--- src/rtl/spi_pot_pkg.sv ---
package spi_pot_pkg;
    localparam int CMD_W  = 8;
    localparam int DATA_W = 8;
    localparam int OP_LSB = 4;
    localparam int SEL_BIT = 0;

    typedef enum logic [1:0] {
        OP_NOP0  = 2'b00,
        OP_WRITE = 2'b01,
        OP_SHUT  = 2'b10,
        OP_NOP3  = 2'b11
    } pot_op_e;
endpackage

--- src/rtl/spi_pot_sync.sv ---
module spi_pot_sync #(
    parameter int WIDTH = 3,
    parameter int STAGES = 2,
    parameter logic [WIDTH-1:0] RESET_VAL = '0
) (
    input  logic             clk,
    input  logic             rst_n,
    input  logic [WIDTH-1:0] async_i,
    output logic [WIDTH-1:0] sync_o
);
    logic [WIDTH-1:0] stage_q [STAGES];

    genvar g;
    generate
        for (g = 0; g < STAGES; g++) begin : g_stage
            always_ff @(posedge clk or negedge rst_n) begin
                if (!rst_n) begin
                    stage_q[g] <= RESET_VAL;
                end else if (g == 0) begin
                    stage_q[g] <= async_i;
                end else begin
                    stage_q[g] <= stage_q[(g > 0) ? g - 1 : 0];
                end
            end
        end
    endgenerate

    assign sync_o = stage_q[STAGES-1];
endmodule

--- src/rtl/spi_pot_rx.sv ---
module spi_pot_rx #(
    parameter int FRAME_BITS = 16,
    localparam int CNT_W = $clog2(FRAME_BITS + 2)
) (
    input  logic                  clk,
    input  logic                  rst_n,
    input  logic                  sck_s,
    input  logic                  cs_n_s,
    input  logic                  sdi_s,
    output logic                  frame_end_o,
    output logic                  frame_full_o,
    output logic [FRAME_BITS-1:0] frame_o
);
    localparam logic [CNT_W-1:0] CNT_FULL = CNT_W'(FRAME_BITS);
    localparam logic [CNT_W-1:0] CNT_OVER = CNT_W'(FRAME_BITS + 1);

    typedef struct packed {
        logic                  sck_prev;
        logic                  cs_prev;
        logic [FRAME_BITS-1:0] shreg;
        logic [CNT_W-1:0]      cnt;
    } rx_state_t;

    rx_state_t st_q, st_d;
    logic sck_rise, cs_fall, cs_rise;

    always_comb begin
        sck_rise = sck_s & ~st_q.sck_prev;
        cs_fall  = ~cs_n_s & st_q.cs_prev;
        cs_rise  = cs_n_s & ~st_q.cs_prev;
        st_d = st_q;
        st_d.sck_prev = sck_s;
        st_d.cs_prev  = cs_n_s;
        if (cs_fall) begin
            st_d.cnt   = '0;
            st_d.shreg = '0;
        end else if (!cs_n_s && sck_rise) begin
            st_d.shreg = {st_q.shreg[FRAME_BITS-2:0], sdi_s};
            if (st_q.cnt != CNT_OVER) begin
                st_d.cnt = st_q.cnt + 1'b1;
            end
        end
    end

    always_ff @(posedge clk or negedge rst_n) begin
        if (!rst_n) begin
            st_q.sck_prev <= 1'b0;
            st_q.cs_prev  <= 1'b1;
            st_q.shreg    <= '0;
            st_q.cnt      <= '0;
        end else begin
            st_q <= st_d;
        end
    end

    assign frame_end_o  = cs_rise;
    assign frame_full_o = (st_q.cnt == CNT_FULL);
    assign frame_o      = st_q.shreg;

    // nothing is counted while deselected
    a_r1_idle_when_deselected: assert property (@(posedge clk) disable iff (!rst_n)
        cs_n_s |=> $stable(st_q.cnt) && $stable(st_q.shreg));

    // counter saturates one past a full frame
    a_r9_count_bounded: assert property (@(posedge clk) disable iff (!rst_n)
        st_q.cnt <= CNT_OVER);

    // a clock rise coinciding with the frame end never counts
    a_r12_no_count_at_end: assert property (@(posedge clk) disable iff (!rst_n)
        (cs_rise && sck_rise) |=> $stable(st_q.cnt));
endmodule

--- src/rtl/spi_pot_exec.sv ---
module spi_pot_exec
    import spi_pot_pkg::*;
#(
    parameter int FRAME_BITS = 16,
    parameter logic [DATA_W-1:0] WIPER_RESET = 8'h80
) (
    input  logic                  clk,
    input  logic                  rst_n,
    input  logic                  frame_end_i,
    input  logic                  frame_full_i,
    input  logic [FRAME_BITS-1:0] frame_i,
    output logic [DATA_W-1:0]     wiper_o,
    output logic                  shutdown_o
);
    typedef struct packed {
        logic [DATA_W-1:0] wiper;
        logic              shut;
    } pot_state_t;

    pot_state_t st_q, st_d;
    logic [CMD_W-1:0]  cmd;
    logic [DATA_W-1:0] data;
    pot_op_e           op;
    logic              sel;
    logic              accept;

    always_comb begin
        cmd    = frame_i[FRAME_BITS-1 -: CMD_W];
        data   = frame_i[DATA_W-1:0];
        op     = pot_op_e'(cmd[OP_LSB +: 2]);
        sel    = cmd[SEL_BIT];
        accept = frame_end_i && frame_full_i && sel;
        st_d   = st_q;
        if (accept) begin
            case (op)
                OP_WRITE: begin
                    st_d.wiper = data;
                    st_d.shut  = 1'b0;
                end
                OP_SHUT:  st_d.shut = 1'b1;
                default:  st_d = st_q;
            endcase
        end
    end

    always_ff @(posedge clk or negedge rst_n) begin
        if (!rst_n) begin
            st_q.wiper <= WIPER_RESET;
            st_q.shut  <= 1'b0;
        end else begin
            st_q <= st_d;
        end
    end

    assign wiper_o    = st_q.wiper;
    assign shutdown_o = st_q.shut;

    // reset values on release
    a_r10_reset_state: assert property (@(posedge clk) disable iff (!rst_n)
        $rose(rst_n) |-> (st_q.wiper == WIPER_RESET) && !st_q.shut);

    // outputs move only right after a frame end
    a_r8_update_on_release: assert property (@(posedge clk) disable iff (!rst_n)
        !(frame_end_i) |=> $stable(st_q));

    // incomplete frames leave state untouched
    a_r9_discard_partial: assert property (@(posedge clk) disable iff (!rst_n)
        (frame_end_i && !frame_full_i) |=> $stable(st_q));

    // a wiper load clears shutdown and takes the data byte
    a_r11_load_wakes: assert property (@(posedge clk) disable iff (!rst_n)
        (frame_end_i && frame_full_i && frame_i[FRAME_BITS-1-CMD_W+SEL_BIT+1]
         && frame_i[FRAME_BITS-CMD_W+OP_LSB+1 -: 2] == 2'b01)
        |=> !st_q.shut && st_q.wiper == $past(frame_i[DATA_W-1:0]));

    // shutdown keeps the wiper
    a_r5_shut_keeps_wiper: assert property (@(posedge clk) disable iff (!rst_n)
        (frame_end_i && frame_full_i && frame_i[FRAME_BITS-CMD_W+SEL_BIT]
         && frame_i[FRAME_BITS-CMD_W+OP_LSB+1 -: 2] == 2'b10)
        |=> st_q.shut && $stable(st_q.wiper));
endmodule

--- src/rtl/spi_pot_slave.sv ---
module spi_pot_slave
    import spi_pot_pkg::*;
#(
    parameter int FRAME_BITS = 16,
    parameter int SYNC_STAGES = 2,
    parameter logic [DATA_W-1:0] WIPER_RESET = 8'h80
) (
    input  logic              clk,
    input  logic              rst_n,
    input  logic              sck_i,
    input  logic              cs_n_i,
    input  logic              sdi_i,
    output logic [DATA_W-1:0] wiper_o,
    output logic              shutdown_o
);
    logic [2:0] pins_s;
    logic frame_end, frame_full;
    logic [FRAME_BITS-1:0] frame;

    spi_pot_sync #(
        .WIDTH(3), .STAGES(SYNC_STAGES), .RESET_VAL(3'b010)
    ) u_sync (
        .clk(clk), .rst_n(rst_n),
        .async_i({sck_i, cs_n_i, sdi_i}),
        .sync_o(pins_s)
    );

    spi_pot_rx #(.FRAME_BITS(FRAME_BITS)) u_rx (
        .clk(clk), .rst_n(rst_n),
        .sck_s(pins_s[2]), .cs_n_s(pins_s[1]), .sdi_s(pins_s[0]),
        .frame_end_o(frame_end), .frame_full_o(frame_full), .frame_o(frame)
    );

    spi_pot_exec #(.FRAME_BITS(FRAME_BITS), .WIPER_RESET(WIPER_RESET)) u_exec (
        .clk(clk), .rst_n(rst_n),
        .frame_end_i(frame_end), .frame_full_i(frame_full), .frame_i(frame),
        .wiper_o(wiper_o), .shutdown_o(shutdown_o)
    );
endmodule

--- config.mk ---
export PLATFORM = sky130hd
export DESIGN_NAME = spi_pot_slave
export DESIGN_NICKNAME = d
export VERILOG_FILES = /design/src/rtl/spi_pot_pkg.sv /design/src/rtl/spi_pot_sync.sv /design/src/rtl/spi_pot_rx.sv /design/src/rtl/spi_pot_exec.sv /design/src/rtl/spi_pot_slave.sv
export SDC_FILE = /design/constraint.sdc
export NUM_CORES = 1
export LEC_CHECK = 0
export BUFFER_PORTS_ARGS = -buffer_cell sky130_fd_sc_hd__buf_2
export CAP_MARGIN = 20
export CORE_UTILIZATION = 50
export DETAILED_ROUTE_END_ITERATION = 8
export PLACE_DENSITY = 0.68
export SYNTH_ARGS = -nofsm -noshare
export SYNTH_HDL_FRONTEND = slang
export SYNTH_SLANG_ARGS = --single-unit
--- constraint.sdc ---
create_clock -name clk -period 2.4 [get_ports clk]
set_input_delay 0.24 -clock clk [delete_from_list [all_inputs] [get_ports clk]]
set_output_delay 0.24 -clock clk [all_outputs]
set_load 0.01 [all_outputs]
# After elaboration in Yosys (flattened, before gate mapping)
# Index checks and enable logic that the tools add are counted.
# totals
regBits	36
# op_classes
n_reduce_logical	10
addsub	1
bitwise_logic	6
n_mux	4
eq_ne	4
# op_table
operator	n
$mux 19	2
$reduce_and 2->1	3
$reduce_bool 2->1	3
$add 5x1->5 const B	1
$eq 5x5->1 const B	1
$mux 5	1
$ne 5x5->1 const B	1
$and 1x1->1	3
$logic_and 1x1->1	3
$not 1->1	3
$eq 2x1->1 const B	1
$eq 2x2->1 const B	1
$pmux 1 s2	1
$logic_not 1->1	1

# Logic depth before layout (Yosys ltp)
# Gate-level depths: netlist of run 1.
# depth
depth_word	5
mapped_depth	5
mapped_depth_nobuf	5

# Cells and area by module
# Synthesis of run 1 repeated with hierarchy kept, for this count alone.
# unflattened
hier_cells	156
area_unflattened_um2	1714.1
# by_module_without_submodules
mod	n_inst	cells_per_inst	area_each_um2
spi_pot_rx	1	123	1148.6
spi_pot_exec	1	24	390.4
spi_pot_sync	1	9	175.2

# Least setup slack after synthesis of run 1
# No wires, ideal clock.
# synth_path
path_type	flip-flop to flip-flop
startpoint	reg u_rx.st_q[0] (netlist bit)
endpoint	reg u_exec.st_q (netlist bit u_exec.wiper_o[0])
period_less_slack_ns	1.430
path_stages_with_launch	6
arrival_ns	1.306
setup_ns	0.125
slack_ns	0.970
path_cell_list	dfrtp_1 inv_1 ha_1 nor2b_1 nand4_2 mux2_2
# synth_between
elab_chain_len	4
# synth_lines
element	line	rtl
start: declaration	spi_pot_rx.sv:24	rx_state_t st_q, st_d;
start signal: assignment	spi_pot_rx.sv:52	st_q <= st_d;
$eq 5x5->1	spi_pot_rx.sv:57	assign frame_full_o = (st_q.cnt == CNT_FULL);
$logic_and 1x1->1 (2 in a row)	spi_pot_exec.sv:32	accept = frame_end_i && frame_full_i && sel;
$reduce_and 2->1 (no line)	--	
end signal: assignment	spi_pot_exec.sv:51	st_q <= st_d;
end: declaration	spi_pot_exec.sv:20	pot_state_t st_q, st_d;
# Every way passes these cells.
# A chain may end at the register's enable or synchronous reset.

# Worst setup path in the final report of run 1
# layout_path
startpoint	reg u_rx.st_q[22] (netlist bit)
endpoint	reg u_rx.st_q[3] (netlist bit)
# layout_between
elab_chain_len	5
# layout_lines
element	line	rtl
$not 1->1	spi_pot_rx.sv:28	sck_rise = sck_s & ~st_q.sck_prev;
$and 1x1->1	spi_pot_rx.sv:28	
$logic_and 1x1->1	spi_pot_rx.sv:37	end else if (!cs_n_s && sck_rise) begin
$reduce_bool 2->1 (no line)	--	
$reduce_and 2->1 (no line)	--	
# Every way passes these cells.

==> reports/qor.txt, run 1 <==
height of the die -> 56.6 um
via count -> 975
Post-Syn Area -> 1490 um2
vias in the first global route -> 971
peak fanout along the critical path -> 11
worst hold slack -> 0.359 ns
r2r endpoint -> u_rx.st_q[3]
unrepaired setup endpoints after global routing -> no
Synth Area per Inst -> 12.3 um2
fin nets -> 152
VDD IR-drop max -> 0.493 mV
relative slew slack -> 0.460
met3 WL -> 99 um
R2R Path Start -> u_rx.st_q[22]
layout cells sized above 1 -> 0.259
worst path cell trace -> or3b_1 -> or3_1 -> a21oi_1
yosys warns -> 0
pwr/cell area -> 646 nW/um2
Root Driver -> clkbuf_4
initial drt markers -> 22
CTS tree -> built
synthesized netlist cell count -> 121
worst-margin pin slew -> 0.807 ns
total grt overflow -> 0
starting density of the core -> 0.537
Setup Skew -> 0.0149 ns
Layout Utilization -> 0.612
Residual DRC -> 0
ranking of synthesized cells by area -> dfrtp_1 (54%), dfstp_2 (7.0%), mux2_2 (6.8%), a21oi_1 (4.4%), ha_1 (4.2%)
Syn Nets -> 131
top-count cell post-synth -> dfrtp_1
Final Non-Filler Cells -> 174
Required @ worst endpoint -> 2.66 ns
EDFF count, synth -> 0
M1 wire length -> 1240 um
crit-path max cell delay -> 0.59 ns
WS Path Type -> reg2reg
Hold EP -> u_sync.sync_o[2]
largest net degree at the start of global routing -> 37
library cells used by synthesis -> 27
Slew Limit Fails -> 0
DP Cell Count -> 162
Async SR Flop Fraction -> 1.00
Most used DFF post-synth -> dfrtp_1
total CTS buffers -> 5
startpoint types -> register
Worst Hold Class -> reg2reg
sequential-to-total area share from yosys stat -> 0.607
Worst-Skew Late Latency -> 0.34 ns
Setup TNS -> 0 ns
cell accounting for the most synthesized area -> dfrtp_1
antenna violations before repair -> 0
Pleak -> 0.795 nW
WL final -> 2690 um
top post-synthesis cells by count -> dfrtp_1 (32), nand2_1 (16), a21oi_1 (13)
Max Cap Viol -> 0
final setup margin -> 0.693 ns
Max Root-Sink Buffers -> 2
die area -> 3210 um2
ant diodes -> 0
drt pass-1 iters -> 4
# setup viols final -> 0
post-route ant nets -> 0
crit path from -> u_rx.st_q[22]
metal2 WL -> 1300 um
via density per instance -> 5.60
DR top layer -> met4
R2R cell count -> 3
Die Width -> 56.6 um
Fmax -> 0.586 GHz
Hold Crit Start -> u_sync.stage_q[5]
CP Data Arrival Time -> 1.97 ns
Max H-tree Level -> 2
Hold Path Stages -> 0
Final HPWL DP -> 1880 um
row cnt -> 19
clock edge transition at the registers on the reported setup and hold paths -> 0.10 ns
area grow syn2layout -> 14.1%
# IOs -> 14
first-pass GRT wire length -> 4660 um
pre-CTS setup slack -> 0.741 ns
status -> complete, no violations
CP max stage cell -> or3b_1
crit end category -> register
# port buffers -> 13
Core ar. -> 2780 um2
Tcrit/Tclk final -> 0.711
Yosys top cell area share -> 0.536
routability cong. -> 0.793
number of synthesized register bits -> 36
routed len/inst -> 15.4 um
final hold viol count -> 0
fin crit period -> 1.71 ns
clk sinks -> 36
r2r setup slk -> 0.69 ns
total track usage -> 0.196
area by class of cell:
cell class	instances	area [um2]
fill	235	1080
sequential	36	906
multi-input combinational	77	554
timing repair buffer	17	105
clock inverter	3	42.5
tap	31	38.8
clock buffer	5	37.5
inverter	5	18.8
logic make-up (layout without fill, tap and decap cells):
| logic type | count (synthesis) | after routing | share of synthesized area |
|---|---|---|---|
| AO/OA/AOI/OAI | 26 | 26 | 0.104 |
| adder cells (fa/ha/maj) | 5 | 5 | 0.0419 |
| buffers and inverters | 8 | 30 | 0.0218 |
| flip-flops | 36 | 36 | 0.607 |
| multiplexers | 9 | 9 | 0.0679 |
| AND/OR/NAND/NOR | 37 | 37 | 0.158 |
flip-flops by register name, summed over array words and instances, names as in the netlist:
register           flops
u_exec.wiper_o         8
u_sync.sync_o          3
u_exec.shutdown_o      1
u_rx.frame_o          14
u_rx.st_q              7
u_sync.stage_q         3
per-layer routing:
layer	GRT usage	up-vias
li1	-	471
met1	0.253	478
met2	0.304	20
met3	0.0668	6
met4	0.0767	0
met5	0	-
worst max path at each step:
stage,end
CTS,u_rx.st_q[3]
finish,u_rx.st_q[3]
global route,u_rx.st_q[3]
global placement,u_rx.st_q[3]
floorplan,u_exec.wiper_o[0]
detailed placement,u_rx.st_q[3]
metrics by stage:
stage / instance area [um2] / total power [mW]
6_report: 1700 / 1.10
5_1_grt: 1700 / 1.15
4_1_cts: 1700 / 1.11
3_5_place_dp: 1580 / 0.691
3_3_place_gp: 1580 / 0.688
2_1_floorplan: 1490 / 0.667
what timing repair did:
action / CTS / global route
resized for setup: 0 / 0
hold endpoints to repair: 35 / 0
setup buffers: 0 / 0
hold buffers: 4 / 0
critical path, delay by kind of cell, from the launching register on:
family / cells / cell delay [ns]
simple gates: 2 / 1.00
flops: 1 / 0.46
compound gates: 1 / 0.16
where the power goes:
part / internal, mW / leakage, nW / total, mW / switching, mW
Clock: 0.217 / 0.0412 / 0.417 / 0.200
Sequential: 0.620 / 0.476 / 0.634 / 0.0136
Combinational: 0.0186 / 0.278 / 0.0488 / 0.0302
Total: 0.856 / 0.795 / 1.10 / 0.244
layout by cell type (no fill, tap or decap):
| cell | synthesis | routed |
|---|---|---|
| and4bb_1 | 1 | 1 |
| nor3b_2 | 1 | 1 |
| dlygate4sd3_1 | 0 | 4 |
| or4bb_1 | 1 | 1 |
| nand2_1 | 16 | 16 |
| mux2_2 | 9 | 9 |
| a22o_1 | 6 | 6 |
| or3b_1 | 1 | 1 |
| nor2_1 | 1 | 1 |
| dfstp_2 | 4 | 4 |
| ha_1 | 5 | 5 |
| or3_1 | 3 | 3 |
| a21o_1 | 1 | 1 |
| clkinvlp_4 | 0 | 1 |
| clkinv_2 | 0 | 1 |
| nor2_4 | 1 | 1 |
| dfrtp_1 | 32 | 32 |
| nand4_2 | 1 | 1 |
| bufinv_16 | 0 | 1 |
| nor2b_1 | 1 | 1 |
| nor4bb_1 | 3 | 3 |
| nand3_1 | 3 | 3 |
| nand4_1 | 1 | 1 |
| a21oi_1 | 13 | 13 |
| nor4b_1 | 1 | 1 |
| buf_2 | 2 | 13 |
| nand2b_1 | 1 | 1 |
| inv_1 | 5 | 5 |
| nand4bb_1 | 1 | 1 |
| clkbuf_4 | 0 | 5 |
| o21ai_0 | 6 | 6 |
(Power assumes the default switching activity.)
==> run 2: changes to the inputs <==
Settings changed: ABC_AREA from default to 1.
Clock period 2.4 ns to 1.8 ns, I/O delays scaled along.
==> run 2 against run 1 <==
First-iteration DRC count increased by 140%. Cell count is 18% higher. Critical path type unchanged. Combinational power is 77% higher. The flow now finishes with violations (DRC). Count of clock-buffer cells in the layout is the same. Maximum frequency is 17% higher. Setup slack lost 0.35 ns. Largest cell class unchanged. Via count rose by 8.7%.
==> reports/qor.txt, run 2 <==
total CTS buffers -> 5 (unchanged)
final hold viol count -> 0 (unchanged)
area grow syn2layout -> 16.2% (was 14.1%)
Slew Limit Fails -> 0 (unchanged)
Final Non-Filler Cells -> 205 (was 174)
Die Width -> 57.4 um (was 56.6 um)
sequential-to-total area share from yosys stat -> 0.590 (was 0.607)
# IOs -> 14 (unchanged)
drt pass-1 iters -> 6 (was 4)
fin crit period -> 1.45 ns (was 1.71 ns)
Post-Synth Adder-Cell Area -> 0.0407 (was 0.0419)
first-pass GRT wire length -> 4300 um (was 4660 um)
row cnt -> 19 (unchanged)
ant diodes -> 0 (unchanged)
commonest non-fill, non-tap cell in the layout -> dfrtp_1 (unchanged)
Synth Area per Inst -> 10.2 um2 (was 12.3 um2)
pwr/cell area -> 1000 nW/um2 (was 646 nW/um2)
Tcrit/Tclk final -> 0.807 (was 0.711)
Core ar. -> 2830 um2 (was 2780 um2)
DP Cell Count -> 193 (was 162)
number of synthesized register bits -> 36 (unchanged)
routed len/inst -> 11.6 um (was 15.4 um)
sequential fraction of design power -> 0.477 (was 0.576)
Post-Syn Area -> 1540 um2 (was 1490 um2)
vias in the first global route -> 993 (was 971)
worst-margin pin slew -> 0.753 ns (was 0.807 ns)
Simple-Gate Fraction of Synth Area -> 0.168 (was 0.158)
pre-CTS setup slack -> 0.358 ns (was 0.741 ns)
yosys warns -> 0 (unchanged)
routability cong. -> 0.741 (was 0.793)
layout cells sized above 1 -> 0.241 (was 0.259)
top post-synthesis cells by count -> dfrtp_1 (32), inv_1 (26), nand2_1 (26) (was dfrtp_1 (32), nand2_1 (16), a21oi_1 (13))
library cells used by synthesis -> 20 (was 27)
clock network power share -> 0.475 (was 0.379)
post-route ant nets -> 0 (unchanged)
CTS resizes -> 0 (unchanged)
fin nets -> 183 (was 152)
Async SR Flop Fraction -> 1.00 (unchanged)
Setup TNS -> 0 ns (unchanged)
CTS tree -> built (unchanged)
Fmax -> 0.688 GHz (was 0.586 GHz)
Root Driver -> clkbuf_4 (unchanged)
final setup margin -> 0.347 ns (was 0.693 ns)
Residual DRC -> 2 (was 0)
initial drt markers -> 52 (was 22)
via count -> 1060 (was 975)
Setup Skew -> 0.0127 ns (was 0.0149 ns)
largest net degree at the start of global routing -> 37 (unchanged)
most frequent cells in the layout -> dfrtp_1 (32), inv_1 (26), nand2_1 (26) (was dfrtp_1 (32), nand2_1 (16), a21oi_1 (13), buf_2 (13), mux2_2 (9))
height of the die -> 57.4 um (was 56.6 um)
antenna violations before repair -> 0 (unchanged)
post-synthesis mux area share -> 0 (was 0.0679)
Syn Nets -> 161 (was 131)
peak fanout along the critical path -> 16 (was 11)
Post-Synth XOR/XNOR Area -> 0 (unchanged)
reported net switching power -> 0.353 mW (was 0.244 mW)
design area -> 1780 um2 (was 1700 um2)
# setup viols final -> 0 (unchanged)
startpoint types -> register (unchanged)
synthesized netlist cell count -> 151 (was 121)
WL final -> 2380 um (was 2690 um)
ranking of synthesized cells by area -> dfrtp_1 (52%), dfstp_2 (6.8%), inv_1 (6.4%), nand2_1 (6.4%), o21ai_2 (4.6%) (was dfrtp_1 (54%), dfstp_2 (7.0%), mux2_2 (6.8%), a21oi_1 (4.4%), ha_1 (4.2%))
combinational family with the most area after synthesis -> simple AND/OR/NAND/NOR gates (unchanged)
Worst-Skew Late Latency -> 0.34 ns (about the same)
cell accounting for the most synthesized area -> dfrtp_1 (unchanged)
failing checks -> DRC
max FFs per register -> 14 (unchanged)
Worst Hold Class -> reg2reg (unchanged)
EDFF count, synth -> 0 (unchanged)
Max Root-Sink Buffers -> 2 (unchanged)
die area -> 3300 um2 (was 3210 um2)
clk sinks -> 36 (unchanged)
top-count cell post-synth -> dfrtp_1 (unchanged)
total track usage -> 0.178 (was 0.196)
WS Path Type -> reg2reg (unchanged)
clock edge transition at the registers on the reported setup and hold paths -> 0.12 ns (was 0.10 ns)
Pleak -> 0.858 nW (was 0.795 nW)
Most used DFF post-synth -> dfrtp_1 (unchanged)
crit end category -> register (unchanged)
# port buffers -> 13 (unchanged)
Max Cap Viol -> 0 (unchanged)
unrepaired setup endpoints after global routing -> no (unchanged)
Compound-Gate Fraction of Synth Area -> 0.113 (was 0.104)
Yosys top cell area share -> 0.522 (was 0.536)
CP Data Arrival Time -> 1.68 ns (was 1.97 ns)
status -> finished, violations left (was complete, no violations)
Post-DP Area -> 1620 um2 (was 1580 um2)
via density per instance -> 5.17 (was 5.60)
total grt overflow -> 0 (unchanged)
Int Pwr -> 1.43 mW (was 0.856 mW)
Logic pwr share -> 0.048 (was 0.044)
VDD IR-drop max -> 0.631 mV (was 0.493 mV)
Required @ worst endpoint -> 2.03 ns (was 2.66 ns)
relative slew slack -> 0.498 (was 0.460)
switching share of power -> 0.198 (was 0.222)
Max H-tree Level -> 2 (unchanged)
Final HPWL DP -> 1640 um (was 1880 um)
starting density of the core -> 0.543 (was 0.537)
run 2: changes by cell type after synthesis, sizes merged, moves of 3 or more:
| cell | previous run | this run |
|---|---|---|
| inv | 5 | 27 |
| o21ai | 6 | 20 |
| a21oi | 13 | 0 |
| nand2 | 16 | 29 |
| nand3 | 3 | 14 |
| mux2 | 9 | 0 |
| o22ai | 0 | 7 |
| a22o | 6 | 0 |
| nor2 | 2 | 5 |
| nor4bb | 3 | 0 |
| or3 | 3 | 0 |
run 2: critical path, cell delays in order (launching register included):
cell,delay (ns)
dfrtp_1,0.47
inv_1,0.09
ha_1,0.14
nand2_1,0.08
nor2_4,0.15
nand3_4,0.22
nand2_1,0.14
o21ai_2,0.06
run 2: layer usage:
| layer | vias up | track usage | part of all wire |
|---|---|---|---|
| met4 | 0 | 0.0836 | 0.025 |
| met2 | 16 | 0.266 | 0.46 |
| met5 | - | 0 | 0 |
| met1 | 505 | 0.233 | 0.48 |
| li1 | 531 | - | - |
| met3 | 8 | 0.0635 | 0.037 |
run 2: stage by stage:
step | hold slack [ns] | utilization | total power [mW]
4_1_cts | 0.365 | 0.631 | 1.80
2_1_floorplan | -0.116 | - | 0.919
6_report | 0.363 | 0.631 | 1.79
3_5_place_dp | 0.287 | 0.571 | 0.949
3_3_place_gp | 0.287 | 0.571 | 0.947
5_1_grt | 0.367 | 0.631 | 1.85
run 2: final timing paths:
| check | from | end | slack (ns) | depth (start not counted) |
|---|---|---|---|---|
| min in group asynchronous | rst_n | u_exec.shutdown_o | 0.43 | 2 |
| worst max register to register | u_rx.st_q[0] | u_exec.wiper_o[6] | 0.35 | 7 |
| worst min register to register | u_sync.stage_q[4] | u_sync.sync_o[1] | 0.36 | 0 |
| worst max-delay path | u_rx.st_q[0] | u_exec.wiper_o[6] | 0.35 | 7 |
| worst min-delay path | u_sync.stage_q[4] | u_sync.sync_o[1] | 0.36 | 0 |
| max in group asynchronous | rst_n | u_sync.stage_q[5] | 0.88 | 2 |
run 2: cell families (layout without fill, tap and decap cells):
family	after synthesis	in the layout
adder cells (fa/ha/maj)	5	5
AND/OR/NAND/NOR	52	52
flip-flops	36	36
buffers and inverters	31	54
AO/OA/AOI/OAI	27	27
run 2: final cells by class:
cell class | count | area, um2
clock buffers | 5 | 37.5
clock inverters | 3 | 90.1
fillers | 247 | 1040
inverters | 28 | 105
multi-input cells | 84 | 494
flip-flops and latches | 36 | 906
well taps | 31 | 38.8
repair buffers | 18 | 113
run 2: power by group through the flow:
stage / clock network, mW / registers (mW) / logic, mW
after floorplan: 0 / 0.860 / 0.0590
after global placement: 0 / 0.867 / 0.0801
after detailed placement: 0 / 0.868 / 0.0814
after CTS: 0.861 / 0.853 / 0.0880
after global routing: 0.895 / 0.856 / 0.100
final: 0.849 / 0.853 / 0.0862
run 2: what timing repair did:
action / in CTS / in global routing
endpoints found under the hold margin: 35 / 0
hold buffers: 4 / 0
setup buffers: 0 / 0
